### config.mk
export PLATFORM = sky130hd
export DESIGN_NAME = alu_exec
export DESIGN_NICKNAME = d
export VERILOG_FILES = /design/src/rtl/alu_pkg.sv /design/src/rtl/alu_opnd.sv /design/src/rtl/alu_addsub.sv /design/src/rtl/alu_shift.sv /design/src/rtl/alu_exec.sv
export SDC_FILE = /design/constraint.sdc
export NUM_CORES = 1
export LEC_CHECK = 0
export BUFFER_PORTS_ARGS = -buffer_cell sky130_fd_sc_hd__clkbuf_2
export CORE_ASPECT_RATIO = 0.75
export CORE_MARGIN = 2
export CORE_UTILIZATION = 23
export DETAILED_ROUTE_END_ITERATION = 16
export PLACE_DENSITY = 0.49
export SKIP_CTS_REPAIR_TIMING = 1
export SLEW_MARGIN = 20
export SYNTH_ARGS = -nofsm -noshare
export SYNTH_HDL_FRONTEND = slang
export SYNTH_HIERARCHICAL = 1
export SYNTH_SLANG_ARGS = --single-unit
### constraint.sdc
create_clock -name clk_i -period 1.2 [get_ports clk_i]
set_clock_uncertainty 0.1 [all_clocks]
set_input_delay 0.18 -clock clk_i [delete_from_list [all_inputs] [get_ports clk_i]]
set_output_delay 0.18 -clock clk_i [all_outputs]
set_load 0.005 [all_outputs]
### src/rtl/alu_pkg.sv
package alu_pkg;
    localparam int OPW = 4;

    typedef enum logic [OPW-1:0] {
        OP_ADD  = 4'd0,
        OP_ADDU = 4'd1,
        OP_SUB  = 4'd2,
        OP_SUBU = 4'd3,
        OP_AND  = 4'd4,
        OP_OR   = 4'd5,
        OP_XOR  = 4'd6,
        OP_NOR  = 4'd7,
        OP_SLT  = 4'd8,
        OP_SLTU = 4'd9,
        OP_LUI  = 4'd10,
        OP_SLL  = 4'd11,
        OP_SRL  = 4'd12,
        OP_SRA  = 4'd13
    } alu_op_e;

    typedef enum logic [1:0] {
        SH_LEFT  = 2'd0,
        SH_RIGHT = 2'd1,
        SH_ARITH = 2'd2
    } shift_kind_e;
endpackage

### src/rtl/alu_opnd.sv
module alu_opnd #(
    parameter int XLEN = 32,
    parameter int IMMW = 16,
    parameter int SHW  = $clog2(XLEN),
    parameter int SHLO = 6
) (
    input  logic [XLEN-1:0] opb_i,
    input  logic [IMMW-1:0] imm_i,
    input  logic            imm_sel_i,
    input  logic            zext_i,
    output logic [XLEN-1:0] b_eff_o,
    output logic [SHW-1:0]  shamt_o
);
    localparam int PADW = XLEN - IMMW;

    logic [XLEN-1:0] imm_ext;

    always_comb begin
        if (zext_i) imm_ext = {{PADW{1'b0}}, imm_i};
        else        imm_ext = {{PADW{imm_i[IMMW-1]}}, imm_i};
        b_eff_o = imm_sel_i ? imm_ext : opb_i;
        shamt_o = imm_sel_i ? imm_i[SHLO+SHW-1:SHLO] : opb_i[SHW-1:0];
    end
endmodule

### src/rtl/alu_addsub.sv
module alu_addsub #(
    parameter int XLEN = 32
) (
    input  logic [XLEN-1:0] a_i,
    input  logic [XLEN-1:0] b_i,
    input  logic            sub_i,
    output logic [XLEN-1:0] sum_o,
    output logic            ovf_o,
    output logic            lt_s_o,
    output logic            lt_u_o
);
    localparam int MSB = XLEN - 1;

    logic [XLEN:0]   wide;
    logic [XLEN-1:0] b_inv;

    always_comb begin
        b_inv = sub_i ? ~b_i : b_i;
        wide  = {1'b0, a_i} + {1'b0, b_inv} + {{XLEN{1'b0}}, sub_i};
        sum_o = wide[MSB:0];
        // overflow: effective operand signs agree, result sign differs
        ovf_o  = (a_i[MSB] == b_inv[MSB]) && (sum_o[MSB] != a_i[MSB]);
        // unsigned borrow: no carry out of a - b
        lt_u_o = ~wide[XLEN];
        lt_s_o = (a_i[MSB] != b_i[MSB]) ? a_i[MSB] : sum_o[MSB];
    end
endmodule

### src/rtl/alu_shift.sv
module alu_shift #(
    parameter int XLEN = 32,
    parameter int SHW  = $clog2(XLEN)
) (
    input  logic [XLEN-1:0]          data_i,
    input  logic [SHW-1:0]           amt_i,
    input  alu_pkg::shift_kind_e     kind_i,
    output logic [XLEN-1:0]          data_o
);
    import alu_pkg::*;

    logic            fill;
    logic [XLEN-1:0] stg [SHW+1];

    assign fill   = (kind_i == SH_ARITH) & data_i[XLEN-1];
    assign stg[0] = data_i;

    for (genvar i = 0; i < SHW; i++) begin : g_stage
        localparam int DIST = 1 << i;
        logic [XLEN-1:0] moved;
        always_comb begin
            if (kind_i == SH_LEFT)
                moved = {stg[i][XLEN-1-DIST:0], {DIST{1'b0}}};
            else
                moved = {{DIST{fill}}, stg[i][XLEN-1:DIST]};
        end
        assign stg[i+1] = amt_i[i] ? moved : stg[i];
    end

    assign data_o = stg[SHW];
endmodule

### src/rtl/alu_exec.sv
module alu_exec #(
    parameter int XLEN = 32,
    parameter int IMMW = 16
) (
    input  logic            clk_i,
    input  logic            rst_ni,
    input  logic [3:0]      op_i,
    input  logic [XLEN-1:0] opa_i,
    input  logic [XLEN-1:0] opb_i,
    input  logic [IMMW-1:0] imm_i,
    input  logic            imm_sel_i,
    output logic [XLEN-1:0] result_o,
    output logic            trap_o,
    output logic            wr_en_o
);
    import alu_pkg::*;

    localparam int SHW  = $clog2(XLEN);
    localparam int LOWW = XLEN - IMMW;

    typedef struct packed {
        logic [XLEN-1:0] result;
        logic            trap;
        logic            wr_en;
    } exec_st_t;

    exec_st_t    stage_d, stage_q;
    alu_op_e     op;
    logic        is_logic, is_sub;
    logic [XLEN-1:0] b_eff, sum, shifted;
    logic [SHW-1:0]  shamt;
    logic        ovf, lt_s, lt_u;
    shift_kind_e sh_kind;

    assign op       = alu_op_e'(op_i);
    assign is_logic = (op == OP_AND) || (op == OP_OR) || (op == OP_XOR) || (op == OP_NOR);
    assign is_sub   = (op == OP_SUB) || (op == OP_SUBU) || (op == OP_SLT) || (op == OP_SLTU);

    always_comb begin
        case (op)
            OP_SRL:  sh_kind = SH_RIGHT;
            OP_SRA:  sh_kind = SH_ARITH;
            default: sh_kind = SH_LEFT;
        endcase
    end

    alu_opnd #(.XLEN(XLEN), .IMMW(IMMW), .SHW(SHW)) u_opnd (
        .opb_i     (opb_i),
        .imm_i     (imm_i),
        .imm_sel_i (imm_sel_i),
        .zext_i    (is_logic),
        .b_eff_o   (b_eff),
        .shamt_o   (shamt)
    );

    alu_addsub #(.XLEN(XLEN)) u_addsub (
        .a_i    (opa_i),
        .b_i    (b_eff),
        .sub_i  (is_sub),
        .sum_o  (sum),
        .ovf_o  (ovf),
        .lt_s_o (lt_s),
        .lt_u_o (lt_u)
    );

    alu_shift #(.XLEN(XLEN), .SHW(SHW)) u_shift (
        .data_i (opa_i),
        .amt_i  (shamt),
        .kind_i (sh_kind),
        .data_o (shifted)
    );

    always_comb begin
        stage_d = '0;
        case (op)
            OP_ADD, OP_SUB: begin
                stage_d.result = sum;
                stage_d.trap   = ovf;
            end
            OP_ADDU, OP_SUBU: stage_d.result = sum;
            OP_AND:  stage_d.result = opa_i & b_eff;
            OP_OR:   stage_d.result = opa_i | b_eff;
            OP_XOR:  stage_d.result = opa_i ^ b_eff;
            OP_NOR:  stage_d.result = ~(opa_i | b_eff);
            OP_SLT:  stage_d.result = {{(XLEN-1){1'b0}}, lt_s};
            OP_SLTU: stage_d.result = {{(XLEN-1){1'b0}}, lt_u};
            OP_LUI:  stage_d.result = {imm_i, {LOWW{1'b0}}};
            OP_SLL, OP_SRL, OP_SRA: stage_d.result = shifted;
            default: stage_d.result = '0;
        endcase
        stage_d.wr_en = ~stage_d.trap;
    end

    always_ff @(posedge clk_i or negedge rst_ni) begin
        if (!rst_ni) stage_q <= '0;
        else         stage_q <= stage_d;
    end

    assign result_o = stage_q.result;
    assign trap_o   = stage_q.trap;
    assign wr_en_o  = stage_q.wr_en;

    // a trap is only ever reported for the trapping add or subtract
    a_r3_trap_signed_only: assert property (@(posedge clk_i) disable iff (!rst_ni)
        trap_o |-> ($past(op_i) == OP_ADD || $past(op_i) == OP_SUB));

    // upper-constant load
    a_r8_lui_layout: assert property (@(posedge clk_i) disable iff (!rst_ni)
        (op_i == OP_LUI) |=> (result_o == {$past(imm_i), {LOWW{1'b0}}}));

    // compares produce a single bit
    a_r7_compare_bool: assert property (@(posedge clk_i) disable iff (!rst_ni)
        (op_i == OP_SLT || op_i == OP_SLTU) |=> (result_o[XLEN-1:1] == '0 && !trap_o));

    // inverted OR with register operands
    a_r11_nor_reg: assert property (@(posedge clk_i) disable iff (!rst_ni)
        (op_i == OP_NOR && !imm_sel_i) |=> (result_o == ~($past(opa_i) | $past(opb_i))));

    // non-arithmetic operations always leave the write enabled
    a_r4_logic_writes: assert property (@(posedge clk_i) disable iff (!rst_ni)
        (op_i >= OP_AND) |=> wr_en_o);
endmodule

# ---- Word-level counts from Yosys, hierarchy flattened
# Cells that the tools add are included.
# Widths: inputs -> output; s select.
dict set report classes {
  add_sub_neg 2
  eq_ne 17
  muxes 18
  bitwise_logic 8
  reduce_logical 12
}
# op n
set op_table {}
lappend op_table {{$mux 32} 13}
lappend op_table {{$pmux 32 s9} 1}
lappend op_table {{$not 32->32} 2}
lappend op_table {{$add 32x32->33} 1}
lappend op_table {{$add 33x1->33} 1}
lappend op_table {{$and 32x32->32} 1}
lappend op_table {{$or 32x32->32} 1}
lappend op_table {{$xor 32x32->32} 1}
lappend op_table {{$eq 4x4->1 const B} 6}
lappend op_table {{$eq 4x3->1 const B} 4}
lappend op_table {{$eq 4x2->1 const B} 2}
lappend op_table {{$logic_or 1x1->1} 6}
lappend op_table {{$mux 5} 1}
lappend op_table {{$eq 4x1->1 const B} 1}
lappend op_table {{$logic_not 4->1} 1}
lappend op_table {{$pmux 2 s2} 1}
lappend op_table {{$reduce_or 4->1} 1}
lappend op_table {{$reduce_or 3->1} 1}
lappend op_table {{$eq 2x2->1 const B} 1}
lappend op_table {{$logic_not 2->1} 1}
lappend op_table {{$mux 1} 2}
lappend op_table {{$ne 1x1->1} 2}
lappend op_table {{$not 1->1} 2}
lappend op_table {{$reduce_or 2->1} 1}
lappend op_table {{3 further kinds} 3}
dict set report totals {
  ff_bits 34
  output_inout_bits 34
  word_cells 60
}

# ---- Logic depth before layout (Yosys ltp)
dict set report logic_depth {
  ltp_word 15
  ltp_mapped 20
}

# ---- By module
# Netlist, hierarchy kept.
# mod n_inst cells_per_inst area_per_inst_um2
set by_module_without_submodules {}
lappend by_module_without_submodules {alu_shift 1 713 4715.8}
lappend by_module_without_submodules {alu_exec 1 471 4097.7}
lappend by_module_without_submodules {alu_addsub 1 295 2144.6}
lappend by_module_without_submodules {alu_opnd 1 80 426.7}

# ---- Least setup slack after synthesis
# Ideal clock, no wire load.
dict set report synth_path {
  path_kind {input port to flip-flop}
  from {in op_i[2]}
  to {reg stage_q (netlist bit result_o[0])}
  setup_ps 139
  arrival_time_ps 3876
  required_time_ps 961
  slack_ps -2915
  path_stages 20
  path_cell_list {buf_4 -> buf_2 -> buf_2 -> buf_2 -> nor2_1 -> buf_2 -> buf_1 -> xor2_1 -> ha_1 -> buf_6 -> nand4_4 -> nor2_2 -> and4_4 -> a221o_1 -> a311oi_2 -> xnor2_1 -> maj3_2 -> mux2_2 -> a32oi_1 -> o2111ai_1}
}
# element line
set synth_lines {}
lappend synth_lines {{start, declared} alu_exec.sv:7} ;# input logic [3:0] op_i,
lappend synth_lines {{end signal, assigned} alu_exec.sv:96} ;# else stage_q <= stage_d;
lappend synth_lines {{end, declared} alu_exec.sv:27} ;# exec_st_t stage_d, stage_q;

==> reports/results.txt <==
Crit path launch type: input port
Simple-gate share of the synthesized area: 22.8%
First-pass GRT wire length: 99300 um
Die area: 51300 um^2
CP max-delay cell: ha_1
CP startpoint: op_i[3]
Crit Path Class: in -> reg
DP HPWL: 59300 um
Core Footprint: 48800 um^2
Min Hold Slack: 0.297 ns
Largest family of logic cells by synthesized area: compound AO/OA/AOI/OAI gates
Post-route clock period utilization: 299%
Synth cell types: 112
RSZ-0062 raised after global routing: yes
Number of synthesis warnings: 6
Synth top area cells: ha_1 (10%), dfrtp_1 (7.5%), a21oi_1 (4.8%)
Final Hold Viols: 0
CP Data Required Time: 1.22 ns
WL final: 74700 um
Tmin final: 3.59 ns
Netlist Area Pre-Place: 11400 um^2
Mapped Nets: 1742
Layout cells sized above 1: 53.6%
Ys async rst share: 100%
Post-Layout Cell Count: 2878
Maximum number of pins on one net before global-route repair: 75
Die height: 197 um
CP cell instances: buf_8 -> or2b_1 -> inv_2 -> nand3b_4 -> buf_6 -> o21ai_2 -> xor2_1 -> ha_1 -> nand4_4 -> nor2_4 -> and4_4 -> a221o_1 -> a311oi_2 -> buf_4 -> xnor2_4 -> maj3_2 -> mux2_4 -> a32oi_2 -> o2111ai_2
DRC violations left: 0
IO Pins: 121
Post-synth EDFFs: 0
Detailed-route via count: 15800
FF/Latch Area: 851 um^2
Routed len/inst: 26.0 um
Mux contribution to synthesized area: 8.03%
Tot Pwr: 17.5 mW
Final Setup Violations: 34
GRT Residual Overflow: 0
Final setup margin: -2.39 ns
Critical Path End Type: flip-flop
Final RePlAce weighted congestion: 1.02
XOR/XNOR share of the synthesized area: 6.62%
CTS H-Tree Depth: 2
Hold Crit Class: in -> async
Violated checks: negative setup slack
Slew Viols, Final: 0
Syn Area/Cell: 7.30 um^2
CTS Buffer Depth: 2
Starting density of the core: 23.3%
Pwr Density: 856 nW/um^2
Multi-input logic area: 11700 um^2
Worst vdd ir: 0.747 mV
Site Rows: 70
Post-synth top cells: nor2_1 (120), inv_1 (116), a21oi_1 (110), nand2_1 (98), ha_1 (95)
Vias/cell: 5.50
TritonCTS Buffers: 5
Dominant synthesized flop cell: dfrtp_1
Cells after Synth: 1559
Seq/Total Area, Yosys: 7.47%
Final antenna-violating net count: 0
Worst Tran Pin Value: 0.906 ns
Initial DRC count: 1902
I/O Buffers: 120
Pleak: 9.32 nW
Initial antenna violation count: 0
Root Driver: clkbuf_16
TritonCTS clock tree: yes
Register clock-pin slew on the reported worst setup and hold paths: 0.06 ns
Yosys reg bits: 34
Post-synth top area cell: ha_1
Vias in the first global route: 14200
Diodes inserted: 0
Cell with the most instances after synthesis: nor2_1
Die W: 261 um
CTS Sinks: 34
Worst slew margin: 39.6%
Synth Area in Compound Gates: 34.0%
Run status: finished, violations left
Synth top area share: 10.4%
CP max FO: 6
Max incr delay on CP: 0.33 ns
Max Clock Freq: 279 MHz
Adder-Cell Fraction of Synth Area: 10.7%
Max Cap Viol: 0
Final #Nets: 2412
CP arrival: 3.61 ns
Pre-Repair DR Iteration Count: 5
GRT Overall Usage: 26.4%
Number of cells after detailed placement: 2781
Area Growth Syn to Fin: 79.5%
Number of fill cells in the layout: 4891
==> metal layers <==
metal / vias to the layer above / track usage (%) / wire [um] / share of wire (%)
met1: 7750 / 41.2 / 34700 / 47
met4: 0 / 5.86 / 2320 / 3.1
li1: 7126 / - / - / -
met3: 105 / 4.90 / 7540 / 10
met5: - / 0 / 0 / 0
met2: 860 / 36.6 / 30100 / 40
==> per-stage QoR <==
| stage | setup slack [ns] | setup TNS, ns | area, um^2 | util (%) |
|---|---|---|---|---|
| final | -2.39 | -69.76 | 20400 | 41.9 |
| after global routing | -2.49 | -71.20 | 20400 | 41.9 |
| after CTS | -2.41 | -73.14 | 17100 | 35.1 |
| after detailed placement | -2.68 | -82.70 | 16900 | 34.7 |
| after global placement | -2.64 | -82.58 | 16900 | 34.7 |
| after floorplan | -2.42 | -63.01 | 11700 | - |
==> registers in the layout, summed over array words and instances, names as in the netlist <==
register,flops
result_o,32
trap_o,1
wr_en_o,1
==> report_power, final <==
group          internal, mW  total (mW)  switching [mW]  leakage [nW]
sequential             1.35        1.43          0.0806         0.427
combinational          6.66        14.4            7.72          8.80
clock                  1.19        1.69           0.496        0.0940
==> worst paths after layout <==
check / end / slack (ns) / cells after the start
setup / recovery: result_o[0]$_DFF_PN0_ / -2.39 / 19
hold / removal: result_o[10]$_DFF_PN0_ / 0.30 / 3
max in group asynchronous: wr_en_o$_DFF_PN0_ / 0.52 / 3
min in group clk_i: result_o[30]$_DFF_PN0_ / 0.36 / 5
==> area by class of cell <==
type	instances	area share, %
Multi-Input combinational cell	1278	57.3
Tap cell	648	3.97
Timing Repair Buffer	793	31.4
Clock inverter	3	0.337
Clock buffer	5	0.612
Inverter	117	2.17
Sequential cell	34	4.16
==> kinds of logic (layout without fill, tap and decap cells) <==
logic type,Yosys count,after routing
flip-flops,34,34
AND/OR/NAND/NOR,472,475
multiplexers,79,79
XOR/XNOR,86,86
adder cells (fa/ha/maj),97,97
AO/OA/AOI/OAI,541,541
buffers and inverters,250,918
==> critical path: cells and delay by family <==
family	cells	cell delay, ns
AOI/OAI and AO/OA	5	0.91
xor gates and xnor gates	2	0.23
adders and majority gates	2	0.62
buffers and inverters	4	0.57
muxes	1	0.28
and+or+nand+nor	5	0.82
==> cells in the final DEF (no fill, tap or decap), drive strengths merged, types with 29 or more instances in the layout <==
| cell type | count |
|---|---|
| a21oi | 113 |
| a31oi | 29 |
| buf | 670 |
| clkbuf | 127 |
| dfrtp | 34 |
| ha | 95 |
| inv | 115 |
| mux2i | 47 |
| nand2 | 102 |
| nand2b | 37 |
| nand3 | 35 |
| nor2 | 122 |
| o21ai | 113 |
| or3b | 30 |
| xnor2 | 29 |
| xor2 | 57 |
Power figures use the tool's default switching activity.
